### config.mk
export PLATFORM = sky130hd
export DESIGN_NAME = cfg_router
export DESIGN_NICKNAME = d
export VERILOG_FILES = /design/src/rtl/cfgr_pkg.sv /design/src/rtl/cfgr_bus_match.sv /design/src/rtl/cfgr_bridge_reg.sv /design/src/rtl/cfgr_rsp.sv /design/src/rtl/cfg_router.sv
export SDC_FILE = /design/constraint.sdc
export NUM_CORES = 1
export LEC_CHECK = 0
export CAP_MARGIN = 20
export CORE_MARGIN = 2
export CORE_UTILIZATION = 40
export DETAILED_ROUTE_END_ITERATION = 10
export DONT_BUFFER_PORTS = 1
export GPL_ROUTABILITY_DRIVEN = 0
export SLEW_MARGIN = 20
export SYNTH_ARGS = -nofsm -noshare
export SYNTH_HDL_FRONTEND = slang
export SYNTH_SLANG_ARGS = --single-unit
### constraint.sdc
create_clock -name clk -period 3 [get_ports clk]
set_input_delay 0.3 -clock clk [delete_from_list [all_inputs] [get_ports clk]]
set_output_delay 0.3 -clock clk [all_outputs]
set_load 0.03 [all_outputs]
### src/rtl/cfgr_pkg.sv
package cfgr_pkg;

   localparam int unsigned ADDR_W = 24;
   localparam int unsigned DATA_W = 32;
   localparam int unsigned SLOTS  = 256;
   localparam int unsigned LEN_W  = 3;

   localparam logic [7:0] OFF_SEC_LO = 8'h18;
   localparam logic [7:0] OFF_SEC_HI = 8'h19;

   typedef struct packed {
      logic [7:0] bus;
      logic [4:0] dev;
      logic [2:0] fn;
      logic [7:0] off;
   } cfg_addr_t;

   function automatic logic [DATA_W-1:0] miss_fill(input logic [LEN_W-1:0] len);
      logic [DATA_W-1:0] v;
      case (len)
         3'd1:    v = 32'h0000_00FF;
         3'd2:    v = 32'h0000_FFFF;
         default: v = 32'hFFFF_FFFF;
      endcase
      return v;
   endfunction

endpackage

### src/rtl/cfgr_bus_match.sv
module cfgr_bus_match #(
   parameter int unsigned NBR         = 2,
   parameter logic [7:0]  PRIMARY_NUM = 8'h00,
   localparam int unsigned BIDX_W     = $clog2(NBR + 1)
) (
   input  logic [7:0]        req_bus,
   input  logic [NBR*8-1:0]  sec_nums,
   output logic              match,
   output logic [BIDX_W-1:0] idx
);

   logic [NBR-1:0] hit_vec;

   genvar k;
   generate
      for (k = 0; k < NBR; k++) begin : g_cmp
         assign hit_vec[k] = (sec_nums[k*8 +: 8] == req_bus);
      end
   endgenerate

   always_comb begin
      match = 1'b0;
      idx   = '0;
      for (int j = NBR - 1; j >= 0; j--) begin
         if (hit_vec[j]) begin
            match = 1'b1;
            idx   = BIDX_W'(j + 1);
         end
      end
      if (req_bus == PRIMARY_NUM) begin
         match = 1'b1;
         idx   = '0;
      end
   end

endmodule

### src/rtl/cfgr_bridge_reg.sv
module cfgr_bridge_reg
   import cfgr_pkg::*;
#(
   parameter int unsigned NBR    = 2,
   parameter int unsigned PARENT = 0,
   parameter logic [7:0]  SLOT   = 8'h08,
   localparam int unsigned BIDX_W = $clog2(NBR + 1)
) (
   input  logic              clk,
   input  logic              rst_n,
   input  logic              wr_hit,
   input  logic [BIDX_W-1:0] hit_bus,
   input  logic [7:0]        hit_slot,
   input  logic [7:0]        off,
   input  logic [LEN_W-1:0]  len,
   input  logic [DATA_W-1:0] wdata,
   output logic [7:0]        sec_num
);

   logic sel;
   assign sel = wr_hit && (hit_bus == BIDX_W'(PARENT)) && (hit_slot == SLOT);

   always_ff @(posedge clk) begin
      if (!rst_n) begin
         sec_num <= 8'h00;
      end else if (sel) begin
         if (off == OFF_SEC_HI)
            sec_num <= wdata[7:0];
         else if (off == OFF_SEC_LO && len != 3'd1)
            sec_num <= wdata[15:8];
      end
   end

endmodule

### src/rtl/cfgr_rsp.sv
module cfgr_rsp
   import cfgr_pkg::*;
(
   input  logic              clk,
   input  logic              rst_n,
   input  logic              rd_req,
   input  logic              hit,
   input  logic [LEN_W-1:0]  len,
   input  logic [DATA_W-1:0] tgt_rdata,
   output logic              rsp_valid,
   output logic [DATA_W-1:0] rsp_rdata
);

   always_ff @(posedge clk) begin
      if (!rst_n) begin
         rsp_valid <= 1'b0;
         rsp_rdata <= '0;
      end else begin
         rsp_valid <= rd_req;
         if (rd_req)
            rsp_rdata <= hit ? tgt_rdata : miss_fill(len);
      end
   end

endmodule

### src/rtl/cfg_router.sv
module cfg_router
   import cfgr_pkg::*;
#(
   parameter int unsigned NBR         = 2,
   parameter logic [7:0]  PRIMARY_NUM = 8'h00,
   parameter int unsigned BR_PARENT [NBR] = '{0, 1},
   parameter logic [7:0]  BR_SLOT   [NBR] = '{8'h08, 8'h10},
   parameter logic [SLOTS-1:0] PRESENT [NBR+1] = '{
      256'h1_0000_0301,
      256'h0101_0000,
      {1'b1, 254'b0, 1'b1}
   },
   localparam int unsigned BIDX_W = $clog2(NBR + 1)
) (
   input  logic              clk,
   input  logic              rst_n,
   input  logic              req_valid,
   input  logic              req_write,
   input  logic [23:0]       req_addr,
   input  logic [2:0]        req_len,
   input  logic [31:0]       req_wdata,
   output logic              rsp_valid,
   output logic [31:0]       rsp_rdata,
   output logic              tgt_rd,
   output logic              tgt_wr,
   output logic [BIDX_W-1:0] tgt_bus,
   output logic [4:0]        tgt_dev,
   output logic [2:0]        tgt_fn,
   output logic [7:0]        tgt_off,
   output logic [2:0]        tgt_len,
   output logic [31:0]       tgt_wdata,
   input  logic [31:0]       tgt_rdata
);

   genvar k;
   generate
      if (NBR < 1) begin : g_bad_nbr
         $error("cfg_router: NBR must be at least 1");
      end
      for (k = 0; k < NBR; k++) begin : g_chk_cfg
         if (BR_PARENT[k] > k) begin : g_bad_parent
            $error("cfg_router: bridge parent must be primary or an earlier bridge");
         end else if (!PRESENT[BR_PARENT[k]][BR_SLOT[k]]) begin : g_bad_slot
            $error("cfg_router: bridge slot not marked present");
         end
      end
   endgenerate

   cfg_addr_t        a;
   logic [NBR*8-1:0] sec_flat;
   logic             bus_match;
   logic [BIDX_W-1:0] bus_idx;
   logic             slot_present;
   logic             hit;
   logic             wr_hit;

   assign a = cfg_addr_t'(req_addr);

   cfgr_bus_match #(
      .NBR         (NBR),
      .PRIMARY_NUM (PRIMARY_NUM)
   ) u_match (
      .req_bus  (a.bus),
      .sec_nums (sec_flat),
      .match    (bus_match),
      .idx      (bus_idx)
   );

   always_comb begin
      slot_present = 1'b0;
      for (int b = 0; b <= NBR; b++) begin
         if (bus_idx == BIDX_W'(b))
            slot_present = PRESENT[b][{a.dev, a.fn}];
      end
   end

   assign hit    = bus_match && slot_present;
   assign wr_hit = req_valid && req_write && hit;

   generate
      for (k = 0; k < NBR; k++) begin : g_bridge
         cfgr_bridge_reg #(
            .NBR    (NBR),
            .PARENT (BR_PARENT[k]),
            .SLOT   (BR_SLOT[k])
         ) u_br (
            .clk      (clk),
            .rst_n    (rst_n),
            .wr_hit   (wr_hit),
            .hit_bus  (bus_idx),
            .hit_slot ({a.dev, a.fn}),
            .off      (a.off),
            .len      (req_len),
            .wdata    (req_wdata),
            .sec_num  (sec_flat[k*8 +: 8])
         );
      end
   endgenerate

   assign tgt_rd    = req_valid && !req_write && hit;
   assign tgt_wr    = wr_hit;
   assign tgt_bus   = bus_idx;
   assign tgt_dev   = a.dev;
   assign tgt_fn    = a.fn;
   assign tgt_off   = a.off;
   assign tgt_len   = req_len;
   assign tgt_wdata = req_wdata;

   cfgr_rsp u_rsp (
      .clk       (clk),
      .rst_n     (rst_n),
      .rd_req    (req_valid && !req_write),
      .hit       (hit),
      .len       (req_len),
      .tgt_rdata (tgt_rdata),
      .rsp_valid (rsp_valid),
      .rsp_rdata (rsp_rdata)
   );

endmodule

==> impl_metrics.py <==
metrics = {
    "setup_path": {
        "critPathSlowestCell": "or4_4",
        "critPathLaunchType": "input pin",
        "crit_arrival_ps": 2320,
        "r2r_cells": 6,
        "path_buf_inv": 1,
        "critPathTopFamily": "simple AND/OR/NAND/NOR gates",
        "crit_type": "in -> out",
        "required_ps": 2700,
        "cp-end-kind": "output port",
        "path_depth": 6,
        "crit_fanout": 13,
        "path_cells": "or4_4 > or4b_1 > or4_1 > o211a_2 > nor2_1 > buf_4",
        "slowest_delay_ps": 530,
    },
    "clocking": {
        "htree_num_levels": 2,
        "tritoncts": "yes",
        "clkSinkCount": 49,
        "clkTransAtPathRegs_ps": 100,
        "clock_latency_ps": 310,
        "numCtsBuffers": 5,
        "hold_buffers": 0,
        "root_buffer": "clkbuf_8",
        "clk_path_buf_depth": 2,
    },
    "yosys": {
        "synth_top_area_share_pct": 38.2,
        "synth_most_common_cell": "buf_4",
        "ys.flop_type": "dfxtp_1",
        "syn_area_per_cell_um2": 9.72,
        "synth_async_sr_flop_share_pct": 0,
        "yosys_warnings": 0,
        "synth-seq-cells": 49,
        "synth_fp_nets": 359,
        "synthCells": 264,
        "ys_top_cells_by_count": "51 x buf_4, 49 x dfxtp_1, 26 x nor2_1, 24 x a221o_1, 17 x mux2i_1",
        "netlist_area_um2": 2560,
        "synth_top_area_cell": "dfxtp_1",
        "synth.yosys.seq_area_share_pct": 38.2,
        "synthTopCellsByArea": "dfxtp_1 38%, buf_4 15%, a221o_1 9.4%",
        "synth_edf_count": 0,
        "synth_cell_types": 33,
    },
    "timing": {
        "rsz0062_at_grt": "false",
        "tightest_slew_ps": 834,
        "finalSetupViolCount": 0,
        "slew_headroom_pct": 44.4,
        "setup_tns_ps": 0,
        "holdWs_ps": 119,
        "finalHoldViolCount": 0,
        "fin_crit_ps": 2620,
        "clock.fmax_mhz": 382,
        "finalCritPeriodShare_pct": 87.3,
        "skew_ps": 9.91,
        "final_max_slew_viol_count": 0,
    },
    "placement": {
        "dp.cells": 281,
        "dp_hpwl_um": 4220,
        "port_buffers": 0,
    },
    "pwr": {
        "leakage_nw": 0.877,
        "ir_drop_mv": 0.319,
        "power_density_nw_per_um2": 538,
        "finalPower_mw": 1.26,
    },
    "routing": {
        "met2_length_um": 2650,
        "wl_per_cell_um": 19.6,
        "top_layer": "met4",
        "drc": 0,
        "dr.pass1.iters": 4,
        "ant_nets": 0,
        "routedLengthMet1_um": 2500,
        "wl_met3_um": 415,
        "vias": 1693,
        "via_per_inst": 5.86,
        "drt_wl_total_um": 5670,
        "detail_route.iter0.violations": 99,
    },
    "layout": {
        "fin_cells": 289,
        "drive_above_1_share_pct": 12.7,
        "areaGrowthSynthToFinish_pct": -8.83,
        "fin_nets": 306,
        "num_antenna_cells": 0,
        "utilization_pct": 37.3,
    },
    "grt": {
        "grt_overflow": 0,
        "grt_max_degree": 27,
        "grt_pass1_wl_um": 8530,
        "track_usage_pct": 15.3,
        "antenna_found_initial": 0,
        "grt_pass1_vias": 1641,
    },
    "die": {
        "fp.dieH_um": 84.1,
        "rows": 29,
        "ioPinCount": 183,
        "initial_core_util_pct": 40.9,
        "die_area_um2": 7070,
        "die_w_um": 84.1,
        "design.core.area_um2": 6280,
    },
    "status": {
        "status": "complete, no violations",
    },
    "worst_hold_path": {
        "hp-class": "in -> reg",
        "hold_depth": 1,
    },
    "flow_run": {
        "drv_cap": 0,
    },
}
[kinds of logic after synthesis]
logic type      Yosys count  share of synthesized area [%]
buf+inv                  74                           19.3
simple gates             63                           13.5
flops                    49                           38.2
compound gates           36                           13.1
mux                      25                           10.1
xor+xnor                 17                           5.81
[placed cells by master, fill, tap and decap left out, types with 2 or more instances in the layout]
cell | netlist | final
dfxtp_1 | 49 | 49
xnor2_1 | 9 | 9
or4_1 | 3 | 3
nor3_1 | 10 | 9
nor4_1 | 3 | 3
nor4b_1 | 2 | 2
nand3_1 | 2 | 2
o211a_2 | 2 | 2
clkbuf_8 | 0 | 5
nand2_1 | 2 | 2
nor2_1 | 26 | 26
nand4_1 | 5 | 5
inv_1 | 8 | 8
buf_4 | 51 | 5
a221o_1 | 24 | 24
mux2_2 | 8 | 8
a211oi_1 | 8 | 8
mux2i_1 | 17 | 17
nand2b_1 | 2 | 2
xor2_1 | 8 | 8
clkinvlp_4 | 0 | 2
[through the flow]
stage | setup slack (ps) | instance area, um^2
final | 381 | 2340
after CTS | 172 | 2330
after global routing | 284 | 2340
after global placement | 262 | 2240
after floorplan | 217 | 2560
after detailed placement | 197 | 2240
[registers in the layout, summed over array words and instances, names as in the netlist]
register,count
g_bridge.u_br.sec_num,16
u_rsp.rsp_rdata,32
u_rsp.rsp_valid,1
[repair_timing]
item                                    in CTS  in global routing
hold endpoints to repair                     0                  0
gates resized for setup                      0                  1
endpoints found under the setup margin       0                  8
buffers inserted                             0                  0
[layout make-up]
type                    count  area, um^2
fillers                   625        3940
multi-input cells         141        1090
flip-flops and latches     49         981
well taps                  77        96.3
clock buffers               5        68.8
repair buffers              5        37.5
inverters                   9        33.8
clock inverters             3        26.3
[final timing paths]
path / from / to / slack (ps)
worst max-delay path: req_addr[9] / tgt_wr / 380
worst min register to register: g_bridge[1].u_br.sec_num[3]$_SDFFE_PN0P_ / g_bridge[1].u_br.sec_num[3]$_SDFFE_PN0P_ / 530
worst min-delay path: tgt_rdata[12] / u_rsp.rsp_rdata[12]$_SDFFE_PN0P_ / 120
worst max register to register: g_bridge[0].u_br.sec_num[1]$_SDFFE_PN0P_ / g_bridge[1].u_br.sec_num[5]$_SDFFE_PN0P_ / 540
[worst register-to-register path, stage by stage, from the launching register on]
cell      delay [ps]
dfxtp_1          330
xnor2_1          160
nand4_1          210
nor3_2           560
nand4b_1         660
mux2i_1          350
nor2_1            50
[layer usage]
layer | GRT usage (%) | vias up
met3 | 4.45 | 9
met4 | 6.16 | 0
li1 | - | 786
met1 | 20.6 | 799
met5 | 0 | -
met2 | 22.9 | 99
[power by group]
part           switching, mW  total [mW]  leakage (nW)  internal, mW
clock                  0.247       0.417        0.0423         0.170
sequential            0.0805       0.761         0.401         0.681
combinational         0.0397      0.0793         0.434        0.0397
Note: power is estimated with default switching activity, not from simulation.
